--- src/rtl/usb_ctrl_csr_pkg.sv ---
package usb_ctrl_csr_pkg;
  localparam int unsigned DATA_W   = 32;
  localparam int unsigned NUM_REGS = 12;
  localparam int unsigned NUM_SRC  = 2;
  localparam int unsigned BYP_W    = 4;
  localparam int unsigned PORT_W   = 5;
  localparam int unsigned FADJ_W   = 6;
  localparam logic [FADJ_W-1:0] FADJ_RST = 6'h20;

  localparam int unsigned IDX_BYP   = 0;
  localparam int unsigned IDX_PORT  = 1;
  localparam int unsigned IDX_FADJ  = 2;
  localparam int unsigned IDX_END   = 3;
  localparam int unsigned IDX_COH   = 4;
  localparam int unsigned IDX_BME   = 5;
  localparam int unsigned IDX_CTRL  = 6;
  localparam int unsigned IDX_ISTAT = 7;
  localparam int unsigned IDX_IMASK = 8;
  localparam int unsigned IDX_IEN   = 9;
  localparam int unsigned IDX_IDIS  = 10;
  localparam int unsigned IDX_SCR   = 11;

  function automatic logic [7:0] reg_offset(input int unsigned idx);
    case (idx)
      IDX_BYP:   return 8'h30;
      IDX_PORT:  return 8'h34;
      IDX_FADJ:  return 8'h38;
      IDX_END:   return 8'h40;
      IDX_COH:   return 8'h44;
      IDX_BME:   return 8'h48;
      IDX_CTRL:  return 8'h60;
      IDX_ISTAT: return 8'h64;
      IDX_IMASK: return 8'h68;
      IDX_IEN:   return 8'h6C;
      IDX_IDIS:  return 8'h70;
      IDX_SCR:   return 8'h78;
      default:   return 8'hFF;
    endcase
  endfunction
endpackage

--- src/rtl/usb_ctrl_csr_dec.sv ---
module usb_ctrl_csr_dec
  import usb_ctrl_csr_pkg::*;
#(
  parameter int unsigned ADDR_W = 8,
  parameter int unsigned N_REGS = NUM_REGS
) (
  input  logic              req_i,
  input  logic              we_i,
  input  logic [ADDR_W-1:0] addr_i,
  output logic [N_REGS-1:0] wr_sel_o,
  output logic [N_REGS-1:0] rd_sel_o,
  output logic              miss_o
);
  logic [N_REGS-1:0] hit;

  for (genvar g = 0; g < N_REGS; g++) begin : g_hit
    // offsets are word aligned, so misaligned addresses never hit
    assign hit[g] = (addr_i == ADDR_W'(reg_offset(g)));
  end

  assign wr_sel_o = (req_i && we_i)  ? hit : '0;
  assign rd_sel_o = (req_i && !we_i) ? hit : '0;
  assign miss_o   = req_i && (hit == '0);
endmodule

--- src/rtl/usb_ctrl_csr_cfg.sv ---
module usb_ctrl_csr_cfg
  import usb_ctrl_csr_pkg::*;
(
  input  logic              clk_i,
  input  logic              rst_ni,
  input  logic              we_byp_i,
  input  logic              we_port_i,
  input  logic              we_fadj_i,
  input  logic              we_end_i,
  input  logic              we_coh_i,
  input  logic              we_bme_i,
  input  logic              we_ctrl_i,
  input  logic              we_scr_i,
  input  logic [DATA_W-1:0] wdata_i,
  output logic [BYP_W-1:0]  byp_o,
  output logic [PORT_W-1:0] port_o,
  output logic [FADJ_W-1:0] fadj_o,
  output logic              endian_o,
  output logic              coh_o,
  output logic              bme_o,
  output logic              slverr_en_o,
  output logic [DATA_W-1:0] scratch_o
);
  always_ff @(posedge clk_i or negedge rst_ni) begin
    if (!rst_ni) begin
      byp_o       <= '0;
      port_o      <= '0;
      fadj_o      <= FADJ_RST;
      endian_o    <= 1'b0;
      coh_o       <= 1'b0;
      bme_o       <= 1'b1;
      slverr_en_o <= 1'b0;
      scratch_o   <= '0;
    end else begin
      if (we_byp_i)  byp_o       <= wdata_i[BYP_W-1:0];
      if (we_port_i) port_o      <= wdata_i[PORT_W-1:0];
      if (we_fadj_i) fadj_o      <= wdata_i[FADJ_W-1:0];
      if (we_end_i)  endian_o    <= wdata_i[0];
      if (we_coh_i)  coh_o       <= wdata_i[0];
      if (we_bme_i)  bme_o       <= wdata_i[0];
      if (we_ctrl_i) slverr_en_o <= wdata_i[0];
      if (we_scr_i)  scratch_o   <= wdata_i;
    end
  end

  p_fadj_hold_r2: assert property (@(posedge clk_i) disable iff (!rst_ni)
    !we_fadj_i |=> $stable(fadj_o));
  p_bme_hold_r2: assert property (@(posedge clk_i) disable iff (!rst_ni)
    !we_bme_i |=> $stable(bme_o));
  p_scr_hold_r11: assert property (@(posedge clk_i) disable iff (!rst_ni)
    !we_scr_i |=> $stable(scratch_o));
  p_scr_load_r11: assert property (@(posedge clk_i) disable iff (!rst_ni)
    we_scr_i |=> (scratch_o == $past(wdata_i)));
endmodule

--- src/rtl/usb_ctrl_csr_irq.sv ---
module usb_ctrl_csr_irq
  import usb_ctrl_csr_pkg::*;
#(
  parameter int unsigned N_SRC = NUM_SRC
) (
  input  logic             clk_i,
  input  logic             rst_ni,
  input  logic [N_SRC-1:0] evt_i,
  input  logic             stat_we_i,
  input  logic             mask_we_i,
  input  logic             en_we_i,
  input  logic             dis_we_i,
  input  logic [N_SRC-1:0] wbits_i,
  output logic [N_SRC-1:0] status_o,
  output logic [N_SRC-1:0] mask_o,
  output logic             irq_o
);
  logic [N_SRC-1:0] clr_bits;
  logic [N_SRC-1:0] status_d;
  logic [N_SRC-1:0] mask_d;

  assign clr_bits = stat_we_i ? wbits_i : '0;
  // event set wins over a same-cycle clear
  assign status_d = (status_o & ~clr_bits) | evt_i;

  always_comb begin
    mask_d = mask_o;
    if (dis_we_i)     mask_d = mask_o | wbits_i;
    else if (en_we_i) mask_d = mask_o & ~wbits_i;
  end

  always_ff @(posedge clk_i or negedge rst_ni) begin
    if (!rst_ni) begin
      status_o <= '0;
      mask_o   <= '1;
    end else begin
      status_o <= status_d;
      mask_o   <= mask_d;
    end
  end

  assign irq_o = |(status_o & ~mask_o);

  p_set_wins_r7: assert property (@(posedge clk_i) disable iff (!rst_ni)
    (evt_i != '0) |=> ((status_o & $past(evt_i)) == $past(evt_i)));
  p_clr_r6: assert property (@(posedge clk_i) disable iff (!rst_ni)
    (stat_we_i && (evt_i == '0)) |=> ((status_o & $past(wbits_i)) == '0));
  p_mask_ro_r4: assert property (@(posedge clk_i) disable iff (!rst_ni)
    mask_we_i |=> $stable(mask_o));
  p_mask_only_via_en_dis_r5: assert property (@(posedge clk_i) disable iff (!rst_ni)
    (!en_we_i && !dis_we_i) |=> $stable(mask_o));
  p_irq_masked_r8: assert property (@(posedge clk_i) disable iff (!rst_ni)
    (&mask_o) |-> !irq_o);
endmodule

--- src/rtl/usb_ctrl_csr.sv ---
module usb_ctrl_csr
  import usb_ctrl_csr_pkg::*;
#(
  parameter int unsigned ADDR_W = 8
) (
  input  logic              clk_i,
  input  logic              rst_ni,
  input  logic              req_i,
  input  logic              we_i,
  input  logic [ADDR_W-1:0] addr_i,
  input  logic [DATA_W-1:0] wdata_i,
  output logic [DATA_W-1:0] rdata_o,
  output logic              err_o,
  input  logic [NUM_SRC-1:0] evt_i,
  output logic [BYP_W-1:0]  byp_o,
  output logic [PORT_W-1:0] port_o,
  output logic [FADJ_W-1:0] frame_adj_o,
  output logic              big_endian_o,
  output logic              coherent_o,
  output logic              bus_master_en_o,
  output logic              irq_o
);
  logic [NUM_REGS-1:0] wr_sel;
  logic [NUM_REGS-1:0] rd_sel;
  logic                miss;
  logic                slverr_en;
  logic [DATA_W-1:0]   scratch;
  logic [NUM_SRC-1:0]  status;
  logic [NUM_SRC-1:0]  mask;
  logic [DATA_W-1:0]   rd_word [NUM_REGS];
  logic [DATA_W-1:0]   rdata_d;
  logic                err_d;

  usb_ctrl_csr_dec #(.ADDR_W(ADDR_W), .N_REGS(NUM_REGS)) u_dec (
    .req_i    (req_i),
    .we_i     (we_i),
    .addr_i   (addr_i),
    .wr_sel_o (wr_sel),
    .rd_sel_o (rd_sel),
    .miss_o   (miss)
  );

  usb_ctrl_csr_cfg u_cfg (
    .clk_i       (clk_i),
    .rst_ni      (rst_ni),
    .we_byp_i    (wr_sel[IDX_BYP]),
    .we_port_i   (wr_sel[IDX_PORT]),
    .we_fadj_i   (wr_sel[IDX_FADJ]),
    .we_end_i    (wr_sel[IDX_END]),
    .we_coh_i    (wr_sel[IDX_COH]),
    .we_bme_i    (wr_sel[IDX_BME]),
    .we_ctrl_i   (wr_sel[IDX_CTRL]),
    .we_scr_i    (wr_sel[IDX_SCR]),
    .wdata_i     (wdata_i),
    .byp_o       (byp_o),
    .port_o      (port_o),
    .fadj_o      (frame_adj_o),
    .endian_o    (big_endian_o),
    .coh_o       (coherent_o),
    .bme_o       (bus_master_en_o),
    .slverr_en_o (slverr_en),
    .scratch_o   (scratch)
  );

  usb_ctrl_csr_irq #(.N_SRC(NUM_SRC)) u_irq (
    .clk_i     (clk_i),
    .rst_ni    (rst_ni),
    .evt_i     (evt_i),
    .stat_we_i (wr_sel[IDX_ISTAT]),
    .mask_we_i (wr_sel[IDX_IMASK]),
    .en_we_i   (wr_sel[IDX_IEN]),
    .dis_we_i  (wr_sel[IDX_IDIS]),
    .wbits_i   (wdata_i[NUM_SRC-1:0]),
    .status_o  (status),
    .mask_o    (mask),
    .irq_o     (irq_o)
  );

  // enable and disable words keep no state and read as zero
  always_comb begin
    rd_word = '{default: '0};
    rd_word[IDX_BYP][BYP_W-1:0]    = byp_o;
    rd_word[IDX_PORT][PORT_W-1:0]  = port_o;
    rd_word[IDX_FADJ][FADJ_W-1:0]  = frame_adj_o;
    rd_word[IDX_END][0]            = big_endian_o;
    rd_word[IDX_COH][0]            = coherent_o;
    rd_word[IDX_BME][0]            = bus_master_en_o;
    rd_word[IDX_CTRL][0]           = slverr_en;
    rd_word[IDX_ISTAT][NUM_SRC-1:0] = status;
    rd_word[IDX_IMASK][NUM_SRC-1:0] = mask;
    rd_word[IDX_SCR]               = scratch;
  end

  always_comb begin
    rdata_d = '0;
    for (int i = 0; i < NUM_REGS; i++) begin
      if (rd_sel[i]) rdata_d = rdata_d | rd_word[i];
    end
  end

  assign err_d = miss && slverr_en;

  always_ff @(posedge clk_i or negedge rst_ni) begin
    if (!rst_ni) begin
      rdata_o <= '0;
      err_o   <= 1'b0;
    end else begin
      rdata_o <= rdata_d;
      err_o   <= err_d;
    end
  end

  p_rd_idle_r3: assert property (@(posedge clk_i) disable iff (!rst_ni)
    !(req_i && !we_i) |=> (rdata_o == '0));
  p_err_gated_r10: assert property (@(posedge clk_i) disable iff (!rst_ni)
    !slverr_en |=> !err_o);
  p_err_needs_req_r10: assert property (@(posedge clk_i) disable iff (!rst_ni)
    !req_i |=> !err_o);
endmodule

--- config.mk ---
export PLATFORM = sky130hd
export DESIGN_NAME = usb_ctrl_csr
export DESIGN_NICKNAME = d
export VERILOG_FILES = /design/src/rtl/usb_ctrl_csr_pkg.sv /design/src/rtl/usb_ctrl_csr_dec.sv /design/src/rtl/usb_ctrl_csr_cfg.sv /design/src/rtl/usb_ctrl_csr_irq.sv /design/src/rtl/usb_ctrl_csr.sv
export SDC_FILE = /design/constraint.sdc
export NUM_CORES = 1
export LEC_CHECK = 0
export ABC_AREA = 1
export BUFFER_PORTS_ARGS = -buffer_cell sky130_fd_sc_hd__buf_2
export CAP_MARGIN = 40
export CORE_ASPECT_RATIO = 0.75
export CORE_UTILIZATION = 52
export DETAILED_ROUTE_END_ITERATION = 7
export GPL_TIMING_DRIVEN = 1
export PLACE_DENSITY = 0.83
export SETUP_SLACK_MARGIN = 0.02
export SYNTH_ARGS = -nofsm -noshare
export SYNTH_HDL_FRONTEND = slang
export SYNTH_SLANG_ARGS = --single-unit
--- constraint.sdc ---
create_clock -name clk_i -period 1.18 [get_ports clk_i]
set_input_delay 0.177 -clock clk_i [delete_from_list [all_inputs] [get_ports clk_i]]
set_output_delay 0.177 -clock clk_i [all_outputs]
set_load 0.02 [all_outputs]
# == After elaboration in Yosys (flattened, before gate mapping) ==
# Index checks and enable logic that the tools add are counted.
# op_classes
n_eq_ne,12
muxes,15
n_bitwise,17
n_reduce_logical,8
# ops
cell,n
2-to-1 mux 32 bit,8
bitwise OR 32 x 1 -> 32 bit,4
equality test 8 x 7 -> 1 bit (second input constant),9
bitwise OR 32 x 2 -> 32 bit,2
bitwise OR 32 bit,1
bitwise OR 32 x 6 -> 32 bit,1
equality test 8 x 6 -> 1 bit (second input constant),3
2-to-1 mux 12 bit,2
zero test 12 bit,1
AND 2 bit,3
2-to-1 mux 2 bit,3
inverter 2 bit,3
2-to-1 mux 5 bit,1
bitwise OR 4 x 5 -> 5 bit,1
logical AND 1 bit,4
2-to-1 mux 4 bit,1
bitwise OR 2 bit,2
nonzero test 2 bit,1
OR reduction 2 bit,1
zero test 1 bit,1
# totals
reg_bits,88
in_bits,46
out_inout_bits,52
word_cells,64

# == Logic depth before layout (Yosys ltp) ==
# Gate-level depths: netlist of the first run.
# depth
depth_word,22
ltp_mapped,10
depth_no_buf,9

# == Hierarchy ==
# A second synthesis of the first run with hierarchy kept.
# hier_totals
cells_unflattened,469
area_unflattened_um2,3781.1
# modules_own_cells
mod,n_inst,cells_each,area_each_um2,seq_area_each_um2
usb_ctrl_csr_cfg,1,220,2020.7,1278.7
usb_ctrl_csr,1,134,1231.2,825.8
usb_ctrl_csr_dec,1,90,347.8,0.0
usb_ctrl_csr_irq,1,25,181.4,102.6

# == Worst setup path after synthesis of the first run ==
# Ideal clock, no wire load.
# synth_timing
path_kind,in2reg
startpoint,input port addr_i[0]
endpoint,register rdata_o[21]
setup_time_ns,0.068
arrival_time_ns,1.060
required_ns,1.112
path_slack_ns,0.053
path_stages,9
n_path_buf,2
cell_sequence,inv_2 > nand2_2 > nor2_8 > nand2_4 > nor2_8 > inv_2 > buf_6 > buf_12 > nor2_4
# synth_between
elab_chain_len,17
word_cells_on_any_way,24
cone_classes,eq/ne: 8; mux: 9; bitwise: 7
# synth_lines
item,line_no,text
"start, declared",usb_ctrl_csr.sv:10,"input logic [ADDR_W-1:0] addr_i,"
equality test 8 x 6 -> 1 bit,usb_ctrl_csr_dec.sv:18,assign hit[g] = (addr_i == ADDR_W'(reg_offset(g)));
2-to-1 mux 12 bit *,usb_ctrl_csr_dec.sv:22,assign rd_sel_o = (req_i && !we_i) ? hit : '0;
2-to-1 mux 32 bit,usb_ctrl_csr.sv:97,if (rd_sel[i]) rdata_d = rdata_d | rd_word[i];
bitwise OR 32 x 1 -> 32 bit,usb_ctrl_csr.sv:97,
2-to-1 mux 32 bit,usb_ctrl_csr.sv:97,
bitwise OR 32 x 1 -> 32 bit,usb_ctrl_csr.sv:97,
2-to-1 mux 32 bit,usb_ctrl_csr.sv:97,
bitwise OR 32 x 1 -> 32 bit,usb_ctrl_csr.sv:97,
(+2 left out),--,
2-to-1 mux 32 bit,usb_ctrl_csr.sv:97,
bitwise OR 32 x 2 -> 32 bit,usb_ctrl_csr.sv:97,
2-to-1 mux 32 bit,usb_ctrl_csr.sv:97,
bitwise OR 32 x 2 -> 32 bit,usb_ctrl_csr.sv:97,
2-to-1 mux 32 bit,usb_ctrl_csr.sv:97,
bitwise OR 32 bit,usb_ctrl_csr.sv:97,
2-to-1 mux 32 bit *,usb_ctrl_csr.sv:97,
via rdata_d[21],usb_ctrl_csr.sv:31,logic [DATA_W-1:0] rdata_d;
"end signal, assigned",usb_ctrl_csr.sv:108,rdata_o <= rdata_d;
"end, declared",usb_ctrl_csr.sv:12,"output logic [DATA_W-1:0] rdata_o,"
# The timed path passes the listed nets; every way through them passes the cells marked *.
# A chain may end at the register's enable or synchronous reset.

==> results of run 1 <==
[routing by layer]
| layer | vias up | GRT usage |
|---|---|---|
| met5 | - | 0 |
| met4 | 0 | 0.08007 |
| met3 | 6 | 0.05200 |
| met2 | 103 | 0.3503 |
| met1 | 1421 | 0.3335 |
| li1 | 1482 | - |
[metrics by stage]
step	total power (W)	setup TNS, ns
floorplan	0.003360	0
global placement	0.003600	-5.304
detailed placement	0.003617	-8.272
CTS	0.005904	-0.1913
global route	0.006109	-0.3178
finish	0.005874	-0.1843
[critical path: stages (launching register included)]
cell     delay [ns]
dfstp_2        0.55
o22ai_2        0.07
buf_6          0.13
[repair_timing]
item	in CTS	in global routing
gates cloned	0	0
setup buffers	3	3
endpoints found under the hold margin	19	0
hold buffers	1	0
pin swaps	1	5
resized for setup	5	7
endpoints found under the setup margin	3	9
[cells in the final DEF, fill, tap and decap left out, types with 3 or more instances in the layout]
master	Yosys	layout
buf_2	4	92
nand2_1	90	89
dfrtp_1	84	84
inv_1	48	48
o21ai_0	40	40
nor2_1	37	37
buf_4	4	37
nand3_1	16	15
nor2_4	13	13
o21ai_1	10	10
clkbuf_8	0	9
inv_2	7	7
nand2_2	4	5
buf_6	2	5
dfstp_2	4	4
buf_12	1	4
nor2_8	3	3
o31ai_1	3	3
o21a_1	3	3
[flip-flops by register name, indices dropped and copies added, names as in the netlist, named ones only]
signal / flops
u_cfg.bme_o: 1
err_o: 1
u_cfg.scratch_o: 32
u_cfg.coh_o: 1
u_irq.status_o: 2
u_cfg.endian_o: 1
u_cfg.slverr_en_o: 1
u_cfg.fadj_o: 6
u_cfg.byp_o: 4
u_cfg.port_o: 5
rdata_o: 32
[power groups by stage]
| stage | clock network [W] | logic (W) | registers, W |
|---|---|---|---|
| 2_1_floorplan | 0 | 0.000159 | 0.00320 |
| 3_3_place_gp | 0 | 0.000420 | 0.00318 |
| 3_5_place_dp | 0 | 0.000434 | 0.00318 |
| 4_1_cts | 0.00233 | 0.000446 | 0.00312 |
| 5_1_grt | 0.00247 | 0.000507 | 0.00313 |
| 6_report | 0.00230 | 0.000452 | 0.00313 |
[cell families after synthesis]
group	Yosys count	synth area share
simple gates	170	0.2260
flops	88	0.5978
buf+inv	67	0.08201
compound gates	62	0.09115
mux	1	0.003050
[synthesized netlist by cell type (all sizes together) (2+ instances only)]
| master | number | area share |
|---|---|---|
| o31ai | 3 | 0.0061 |
| nor2 | 55 | 0.097 |
| o22ai | 3 | 0.0051 |
| o21bai | 2 | 0.0041 |
| dfstp | 4 | 0.028 |
| nor3 | 2 | 0.0027 |
| nand2 | 95 | 0.10 |
| o21ai | 50 | 0.068 |
| dfrtp | 84 | 0.57 |
| inv | 55 | 0.056 |
| nand3 | 16 | 0.022 |
| o21a | 3 | 0.0061 |
| buf | 11 | 0.025 |
| nand4 | 2 | 0.0034 |
[layout make-up]
cell class,instances,share of cell area
clock inverter,7,0.02099
clock buffer,9,0.02565
multi-input combinational,233,0.2477
timing repair buffer,139,0.1832
tap,84,0.02177
sequential,88,0.4571
inverter,56,0.04353
[path summary, 6_finish.rpt]
check | cells after the start | slack, ns | from | endpoint
setup / recovery | 2 | -0.1 | flip-flop | irq_o
hold / removal | 3 | 0.03 | wdata_i[10] | u_cfg.scratch_o[10]
setup reg to reg | 7 | 0.06 | u_cfg.bme_o | rdata_o[0]
hold reg to reg | 2 | 0.48 | u_cfg.scratch_o[15] | rdata_o[15]
max in group asynchronous | 3 | 0.35 | rst_ni | u_cfg.fadj_o[5]
min in group asynchronous | 2 | 0.27 | rst_ni | u_cfg.scratch_o[27]
==> summary.txt, run 1 <==
Synthesis
  – Ys flop type: dfrtp_1
  – Synthesized instance count: slightly below 400
  – Netlist cell types: 27
  – Post-Syn Area per Cell: between 9 and 10 um^2
  – Synth warn: 0
  – Asr flop ratio synth: 1.000
  – Post-synthesis sequential area ratio: 0.5978
  – Yosys reg bits: 88
  – Post-Synthesis Net Count: 434
  – Post-synthesis cell area: between 3000 and 4000 um^2
  – Post-synth EDFFs: 0

Worst setup path
  – Critical path endpoint category: output port
  – Worst setup SP type: flip-flop
  – Worst Setup Path Type: flip-flop to output port
  – Crit path DAT: 1.10 ns
  – WP data required: 1.00 ns
  – Max FO, Critical Path: 2

Route
  – Number of routed nets with antenna violations: 0
  – Vias/cell: 4.890
  – DRC viols: 0
  – Top sig layer: met4
  – Initial DRT Pass Iterations: 5
  – Starting DRT DRC Count: ~180
  – Post-route met1 wirelength: 3.727 mm
  – Routed wl met3: 545 um
  – Metal2 WL: between 3 and 4 mm
  – WL final: 8.132 mm
  – Via Count: 3012
  – Routed length per instance: 13.20 um

Placement
  – PortBufs: 97
  – Cells after DPL: 593
  – Placed Area: around 4500 um^2
  – Setup WS pre-CTS: -0.1847 ns
  – Routability congestion estimate: 0.8667
  – DP HPWL: 5.981 mm

Clock network
  – CTS tree: done
  – Clock root cell: clkbuf_8
  – Num CTS Buffers: 9
  – Clock Latency Late Sink: between 0.3 and 0.4 ns
  – CTS Sinks: 88
  – Htree depth: 3
  – CTS clk-pin slew, worst paths: 0.08 ns
  – Clk buf depth: 2

Power
  – P_sw: 0.001393 W
  – Power density over the cells: 1216 nW/um^2
  – Seq pwr share: 0.532
  – Clock power share: 0.391
  – Static leakage: 2.751 nW
  – Logic pwr share: 0.077
  – Peak VDD IR: about 0.0008 V
  – Net Sw Frac: 0.2372
  – P_int: 0.004480 W

Global routing
  – Grt total ovfl: 0
  – GRT Total Usage: 0.2309
  – Vias in the first global route: roughly 2700
  – Largest net degree at the start of global routing: 31
  – First-pass GRT wire length: 12.93 mm
  – Initial antenna violation count: 0

Layout
  – # fillers: 515
  – Design area: 4828 um^2
  – Fin cells: 616
  – Diodes inserted: 0
  – Share of layout cells above drive strength 1: 0.3609
  – Final Util: 0.7068
  – Synthesis-to-finish area growth: 30.77%
  – Final #Nets: roughly 570
  – Multi-input logic area: 1196 um^2
  – Register area: 2207 um^2

STA
  – # setup viols final: 3
  – Final count of pins violating max slew: 0
  – F_max: 781.5 MHz
  – Hold WS: 0.02962 ns
  – Clk_skew: just under 0.01 ns
  – Fin crit period: 1.280 ns
  – Fin worst setup slack: -0.09966 ns
  – Worst rel slew slack: 0.7679
  – Period utilization: 1.084
  – Final hold violations: 0
  – RSZ-0062 raised after global routing: yes
  – Slew @ Worst Pin: ~0.35 ns

Worst hold path
  – Hold WC Path Type: input pin to flip-flop

Floorplan
  – Chip Width: 99.30 um
  – Initial core utilization: 0.5405
  – Row cnt: 26
  – Die Ht: 74.98 um
  – Die ar.: between 7000 and 8000 um^2
  – Core area: 6832 um^2
  – Io pins: 98

Run status
  – Failing checks: setup timing
  – Status: finished, violations left

Run
  – Max Cap Viol: 0
Note: power is estimated with default switching activity, not from simulation.
==> inputs of run 2 (changes only) <==
--- a/config.mk
+++ b/config.mk
@@ -10,6 +10,7 @@
 export CAP_MARGIN = 40
 export CORE_ASPECT_RATIO = 0.75
 export CORE_UTILIZATION = 52
+export CTS_BUF_LIST = sky130_fd_sc_hd__clkbuf_4 sky130_fd_sc_hd__clkbuf_8 sky130_fd_sc_hd__clkbuf_16
 export DETAILED_ROUTE_END_ITERATION = 7
 export GPL_TIMING_DRIVEN = 1
 export PLACE_DENSITY = 0.83
@@ -17,3 +18,4 @@
 export SYNTH_ARGS = -nofsm -noshare
 export SYNTH_HDL_FRONTEND = slang
 export SYNTH_SLANG_ARGS = --single-unit
+export TNS_END_PERCENT = 50
==> summary.txt, run 2 (synthesis results as in run 1) <==
STA
  – Setup TNS: -0.1782 ns (+0.006040 ns)
  – Fin crit period: 1.280 ns (+0.00005190 ns)
  – Final hold violations: 0 (unchanged)
  – Clk_skew: 0.008774 ns (-0.001012 ns)
  – Slew @ Worst Pin: 0.3440 ns (-0.004123 ns)
  – Period utilization: 1.085 (about the same)
  – Final count of pins violating max slew: 0 (unchanged)
  – # setup viols final: 3 (unchanged)
  – Worst rel slew slack: 0.7707 (+0.002748)
  – RSZ-0062 raised after global routing: yes
  – F_max: 781.4 MHz (about the same)
  – Fin worst setup slack: -0.09971 ns (-0.00005190 ns)
  – Hold WS: 0.02910 ns (-0.0005167 ns)

Placement
  – PortBufs: 97 (unchanged)
  – Routability congestion estimate: 0.8667 (unchanged)
  – Placed Area: 4506 um^2 (unchanged)
  – DP HPWL: 5.981 mm (unchanged)
  – Cells after DPL: 593 (unchanged)

Layout
  – Largest registers: rdata_o: 32 flops, u_cfg.scratch_o: 32 flops, u_cfg.fadj_o: 6 flops
  – Diodes inserted: 0 (unchanged)
  – Synthesis-to-finish area growth: 29.68%
  – Commonest cells after routing, fill and taps aside: buf_2, nand2_1, dfrtp_1
  – Design area: 4788 um^2 (-0.83%)
  – Commonest non-fill, non-tap cell in the layout: buf_2
  – Share of layout cells above drive strength 1: 0.3529 (-0.007961)
  – Final #Nets: 568 (-0.87%)
  – Fin cells: 611 (-0.81%)

Route
  – Number of routed nets with antenna violations: 0 (unchanged)
  – Via Count: 2996 (-0.53%)
  – Initial DRT Pass Iterations: 4 (-1)
  – DRC viols: 0 (unchanged)
  – Routed length per instance: 13.15 um (-0.42%)
  – Vias/cell: 4.903 (+0.28%)
  – WL final: 8.032 mm (-1.2%)
  – Starting DRT DRC Count: 178 (-3.3%)

Clock network
  – CTS tree: done
  – CTS clk-pin slew, worst paths: 0.08 ns (about the same)
  – Htree depth: 3 (unchanged)
  – Num CTS Buffers: 9 (unchanged)
  – Clock root cell: clkbuf_8
  – Clock Latency Late Sink: 0.35 ns (about the same)
  – Clk buf depth: 2 (unchanged)
  – CTS Sinks: 88 (unchanged)

Worst setup path
  – Worst path slowest cell: dfstp_2
  – CP Cell Sequence: o22ai_2, buf_6
  – Worst Setup Path Type: flip-flop to output port
  – Register-to-Register Setup Slack: 0.13 ns (+0.07 ns)
  – Worst setup SP type: flip-flop
  – Worst Reg-to-Reg Cells: 6 (-1)
  – WP data required: 1.00 ns (about the same)
  – Crit path DAT: 1.10 ns (about the same)
  – Critical path endpoint category: output port
  – Max FO, Critical Path: 2 (unchanged)
  – Max incr delay on CP: 0.55 ns (about the same)

Global routing
  – Largest net degree at the start of global routing: 31 (unchanged)
  – First-pass GRT wire length: 12.86 mm (-0.53%)
  – GRT Total Usage: 0.2295 (-0.001470)
  – Vias in the first global route: 2734 (-0.51%)
  – Grt total ovfl: 0 (unchanged)
  – Initial antenna violation count: 0 (unchanged)

Worst hold path
  – Hold WC Path Type: input pin to flip-flop
  – Hold Crit Depth: 3 (unchanged)

Run status
  – Failing checks: setup timing
  – Status: finished, violations left

Power
  – Power density over the cells: 1225 nW/um^2 (+0.67%)
  – Peak VDD IR: 0.0007913 V (-0.58%)
  – Seq pwr share: 0.533 (about the same)
  – Net Sw Frac: 0.2369 (-0.0003728)
  – Clock power share: 0.391 (about the same)
  – P_int: 0.004475 W (-0.11%)
  – Static leakage: 2.723 nW (-0.99%)
  – Logic pwr share: 0.076 (about the same)
  – P_sw: 0.001389 W (-0.32%)

Floorplan
  – Chip Width: 99.30 um (unchanged)
  – Row cnt: 26 (unchanged)
  – Core area: 6832 um^2 (unchanged)
  – Die Ht: 74.98 um (unchanged)
  – Die ar.: 7445 um^2 (unchanged)
  – Io pins: 98 (unchanged)
  – Initial core utilization: 0.5405 (unchanged)

Run
  – Max Cap Viol: 0 (unchanged)
==> run 2: power groups by stage <==
stage	Combinational (W)	Clock (W)	Sequential (W)
3_5_place_dp	0.000434	0	0.00318
2_1_floorplan	0.000159	0	0.00320
5_1_grt	0.000499	0.00247	0.00313
4_1_cts	0.000443	0.00233	0.00312
3_3_place_gp	0.000420	0	0.00318
6_report	0.000444	0.00229	0.00313
==> run 2: area by class of cell <==
cell class / instances / area [um^2]
clock buffers: 9 / 123.9
clock inverters: 7 / 101.3
fillers: 516 / 2043
inverters: 56 / 210.2
multi-input cells: 233 / 1191
flip-flops and latches: 88 / 2207
well taps: 84 / 105.1
repair buffers: 134 / 849.6
==> run 2: critical path: cells and delay by family (launching register included) <==
kind                   cells  cell delay [ns]
buffers and inverters      1             0.13
AO/OA/AOI/OAI              1             0.07
flip-flops                 1             0.55
==> run 2: final timing paths <==
| kind | from | end |
|---|---|---|
| worst min register to register | u_cfg.scratch_o[15] | rdata_o[15] |
| min in group asynchronous | rst_ni | u_cfg.scratch_o[25] |
| worst max register to register | u_cfg.bme_o | rdata_o[0] |
| worst min-delay path | wdata_i[10] | u_cfg.scratch_o[10] |
| worst max-delay path | flip-flop | irq_o |
| max in group asynchronous | rst_ni | u_cfg.fadj_o[5] |
==> run 2: repair_timing <==
item	4_1_cts	5_1_grt
pin swaps	1	0
gates cloned	0	0
hold endpoints to repair	19	0
gates resized for setup	5	7
setup endpoints to repair	3	8
buffers inserted	1	0
hold buffers	1	0
==> run 2: per-layer routing <==
| metal | vias up | GRT usage | share of wire |
|---|---|---|---|
| met5 | - | 0 | 0 |
| met4 | 0 | 0.08007 | 0.010 |
| met3 | 8 | 0.05200 | 0.051 |
| met2 | 91 | 0.3465 | 0.46 |
| met1 | 1425 | 0.3323 | 0.48 |
| li1 | 1472 | - | - |
==> run 2: metrics by stage <==
stage | setup slack [ns] | utilization | power (W)
2_1_floorplan | 0.05297 | - | 0.003360
3_3_place_gp | -0.1513 | 0.6595 | 0.003600
3_5_place_dp | -0.1847 | 0.6595 | 0.003617
4_1_cts | -0.1233 | 0.6973 | 0.005901
5_1_grt | -0.1519 | 0.7009 | 0.006101
6_report | -0.09971 | 0.7009 | 0.005864
==> inputs of run 3 (changes only) <==
--- a/config.mk
+++ b/config.mk
@@ -14,6 +14,7 @@
 export DETAILED_ROUTE_END_ITERATION = 7
 export GPL_TIMING_DRIVEN = 1
 export PLACE_DENSITY = 0.83
+export REMOVE_ABC_BUFFERS = 1
 export SETUP_SLACK_MARGIN = 0.02
 export SYNTH_ARGS = -nofsm -noshare
 export SYNTH_HDL_FRONTEND = slang
==> summary.txt, run 3 (synthesis results as in run 1) <==
STA
  – Setup TNS: -0.1585 ns (+0.01976 ns)
  – # setup viols final: 3 (unchanged)
  – Hold WS: 0.01905 ns (-0.01005 ns)
  – Period utilization: 1.089 (+0.004987)
  – Clk_skew: 0.008759 ns (-0.00001479 ns)
  – Final hold violations: 0 (unchanged)
  – Fin worst setup slack: -0.1056 ns (-0.005885 ns)
  – Worst rel slew slack: 0.7598 (-0.01084)
  – RSZ-0062 raised after global routing: yes
  – Slew @ Worst Pin: 0.3580 ns (+0.01404 ns)
  – Fin crit period: 1.286 ns (+0.005885 ns)
  – F_max: 777.8 MHz (-0.46%)
  – Final count of pins violating max slew: 0 (unchanged)

Floorplan
  – Core area: 6832 um^2 (unchanged)
  – Row cnt: 26 (unchanged)
  – Chip Width: 99.30 um (unchanged)
  – Die ar.: 7445 um^2 (unchanged)
  – Io pins: 98 (unchanged)
  – Die Ht: 74.98 um (unchanged)
  – Initial core utilization: 0.5405 (unchanged)

Route
  – Initial DRT Pass Iterations: 5 (+1)
  – Starting DRT DRC Count: 166 (-6.7%)
  – DRC viols: 0 (unchanged)
  – Vias/cell: 4.942 (+0.79%)
  – Number of routed nets with antenna violations: 0 (unchanged)
  – WL final: 8.355 mm (+4.0%)
  – Via Count: 2995 (-0.033%)
  – Routed length per instance: 13.79 um (+4.9%)

Worst setup path
  – Worst setup SP type: flip-flop
  – Worst setup path end: irq_o
  – Crit path DAT: 1.11 ns (about the same)
  – Worst path slowest cell: dfrtp_1
  – Reg-to-Reg End: rdata_o[0]
  – CP Cell Sequence: inv_1, o22ai_2, buf_6
  – Critical path endpoint category: output port
  – Max incr delay on CP: 0.37 ns (-0.18 ns)
  – Register-to-Register Setup Slack: 0.07 ns (-0.06 ns)
  – Worst R2R Start: u_cfg.bme_o
  – WP data required: 1.00 ns (about the same)
  – Worst Reg-to-Reg Cells: 7 (+1)
  – Max FO, Critical Path: 2 (unchanged)
  – Worst Setup Path Type: flip-flop to output port
  – Worst setup path startpoint: u_irq.status_o[1]

Placement
  – Cells after DPL: 585 (-1.3%)
  – DP HPWL: 6.133 mm (+2.5%)
  – Setup WS pre-CTS: -0.1748 ns (+0.009901 ns)
  – PortBufs: 97 (unchanged)
  – Routability congestion estimate: 0.8779 (+1.3%)

Power
  – Peak VDD IR: 0.0009037 V (+14%)
  – Power density over the cells: 1208 nW/um^2 (-1.4%)
  – Static leakage: 2.716 nW (-0.29%)

Clock network
  – CTS clk-pin slew, worst paths: 0.10 ns (+0.02 ns)
  – Clk buf depth: 2 (unchanged)
  – CTS tree: done
  – CTS Sinks: 88 (unchanged)
  – Clock Latency Late Sink: 0.36 ns (about the same)
  – Htree depth: 3 (unchanged)
  – Num CTS Buffers: 9 (unchanged)
  – Clock root cell: clkbuf_8

Worst hold path
  – Hold WC Path Type: input pin to flip-flop

Layout
  – Commonest non-fill, non-tap cell in the layout: buf_2
  – Diodes inserted: 0 (unchanged)
  – Final #Nets: 563 (-0.88%)
  – Largest registers: rdata_o: 32 flops, u_cfg.scratch_o: 32 flops, u_cfg.fadj_o: 6 flops
  – Fin cells: 606 (-0.82%)
  – Share of layout cells above drive strength 1: 0.3448 (-0.008114)
  – Commonest cells after routing, fill and taps aside: buf_2, nand2_1, dfrtp_1
  – Synthesis-to-finish area growth: 29.11%

Run
  – Max Cap Viol: 0 (unchanged)

Global routing
  – Grt total ovfl: 0 (unchanged)
  – Largest net degree at the start of global routing: 35 (+13%)
  – Initial antenna violation count: 0 (unchanged)
  – Vias in the first global route: 2795 (+2.2%)
  – First-pass GRT wire length: 13.19 mm (+2.5%)
  – GRT Total Usage: 0.2354 (+0.005953)

Run status
  – Status: finished, violations left
  – Failing checks: setup timing
[run 3: worst min-delay path by stage]
stage	from	to	depth (start not counted)
6_report	wdata_i[30]	u_cfg.scratch_o[30]	3
5_1_grt	wdata_i[10]	u_cfg.scratch_o[10]	3
4_1_cts	wdata_i[10]	u_cfg.scratch_o[10]	3
3_5_place_dp	rst_ni	u_cfg.scratch_o[10]	1
3_3_place_gp	rst_ni	u_cfg.scratch_o[10]	1
2_1_floorplan	rst_ni	err_o	0
[run 3: layout make-up]
class / instances / area, um^2
Multi-Input combinational cell: 233 / 1189
Fill cell: 548 / 2064
Inverter: 56 / 210.2
Timing Repair Buffer: 129 / 843.3
Clock buffer: 10 / 137.6
Clock inverter: 6 / 75.07
Sequential cell: 88 / 2207
Tap cell: 84 / 105.1
[run 3: timing repair]
action / in CTS / in global routing
resized for setup: 7 / 2
hold endpoints to repair: 18 / 0
setup buffers: 2 / 2
pin swaps: 1 / 0
setup endpoints to repair: 3 / 5
hold buffers: 1 / 0
[run 3: per-layer routing]
layer	vias to the layer above	track usage	share of wire
li1	1466	-	-
met3	8	0.05385	0.055
met2	108	0.3819	0.50
met5	-	0	0
met1	1413	0.3161	0.43
met4	0	0.08987	0.013
[run 3: metrics by stage]
stage	utilization	cell area, um^2	power (W)
2_1_floorplan	-	3600	0.003356
3_3_place_gp	0.6562	4483	0.003589
3_5_place_dp	0.6562	4483	0.003607
4_1_cts	0.6947	4746	0.005796
5_1_grt	0.6978	4767	0.005981
6_report	0.6978	4767	0.005757
[run 3: critical path, delay by kind of cell (launching register included)]
| kind | cells | cell delay [ns] |
|---|---|---|
| flip-flops | 1 | 0.37 |
| buffers and inverters | 2 | 0.21 |
| AO/OA/AOI/OAI | 1 | 0.18 |
[run 3: report_power, final]
part           internal (W)  total [W]  switching, W
sequential          0.00309    0.00313     0.0000346
clock               0.00107    0.00220       0.00113
combinational      0.000167   0.000435      0.000268
total               0.00433    0.00576       0.00143
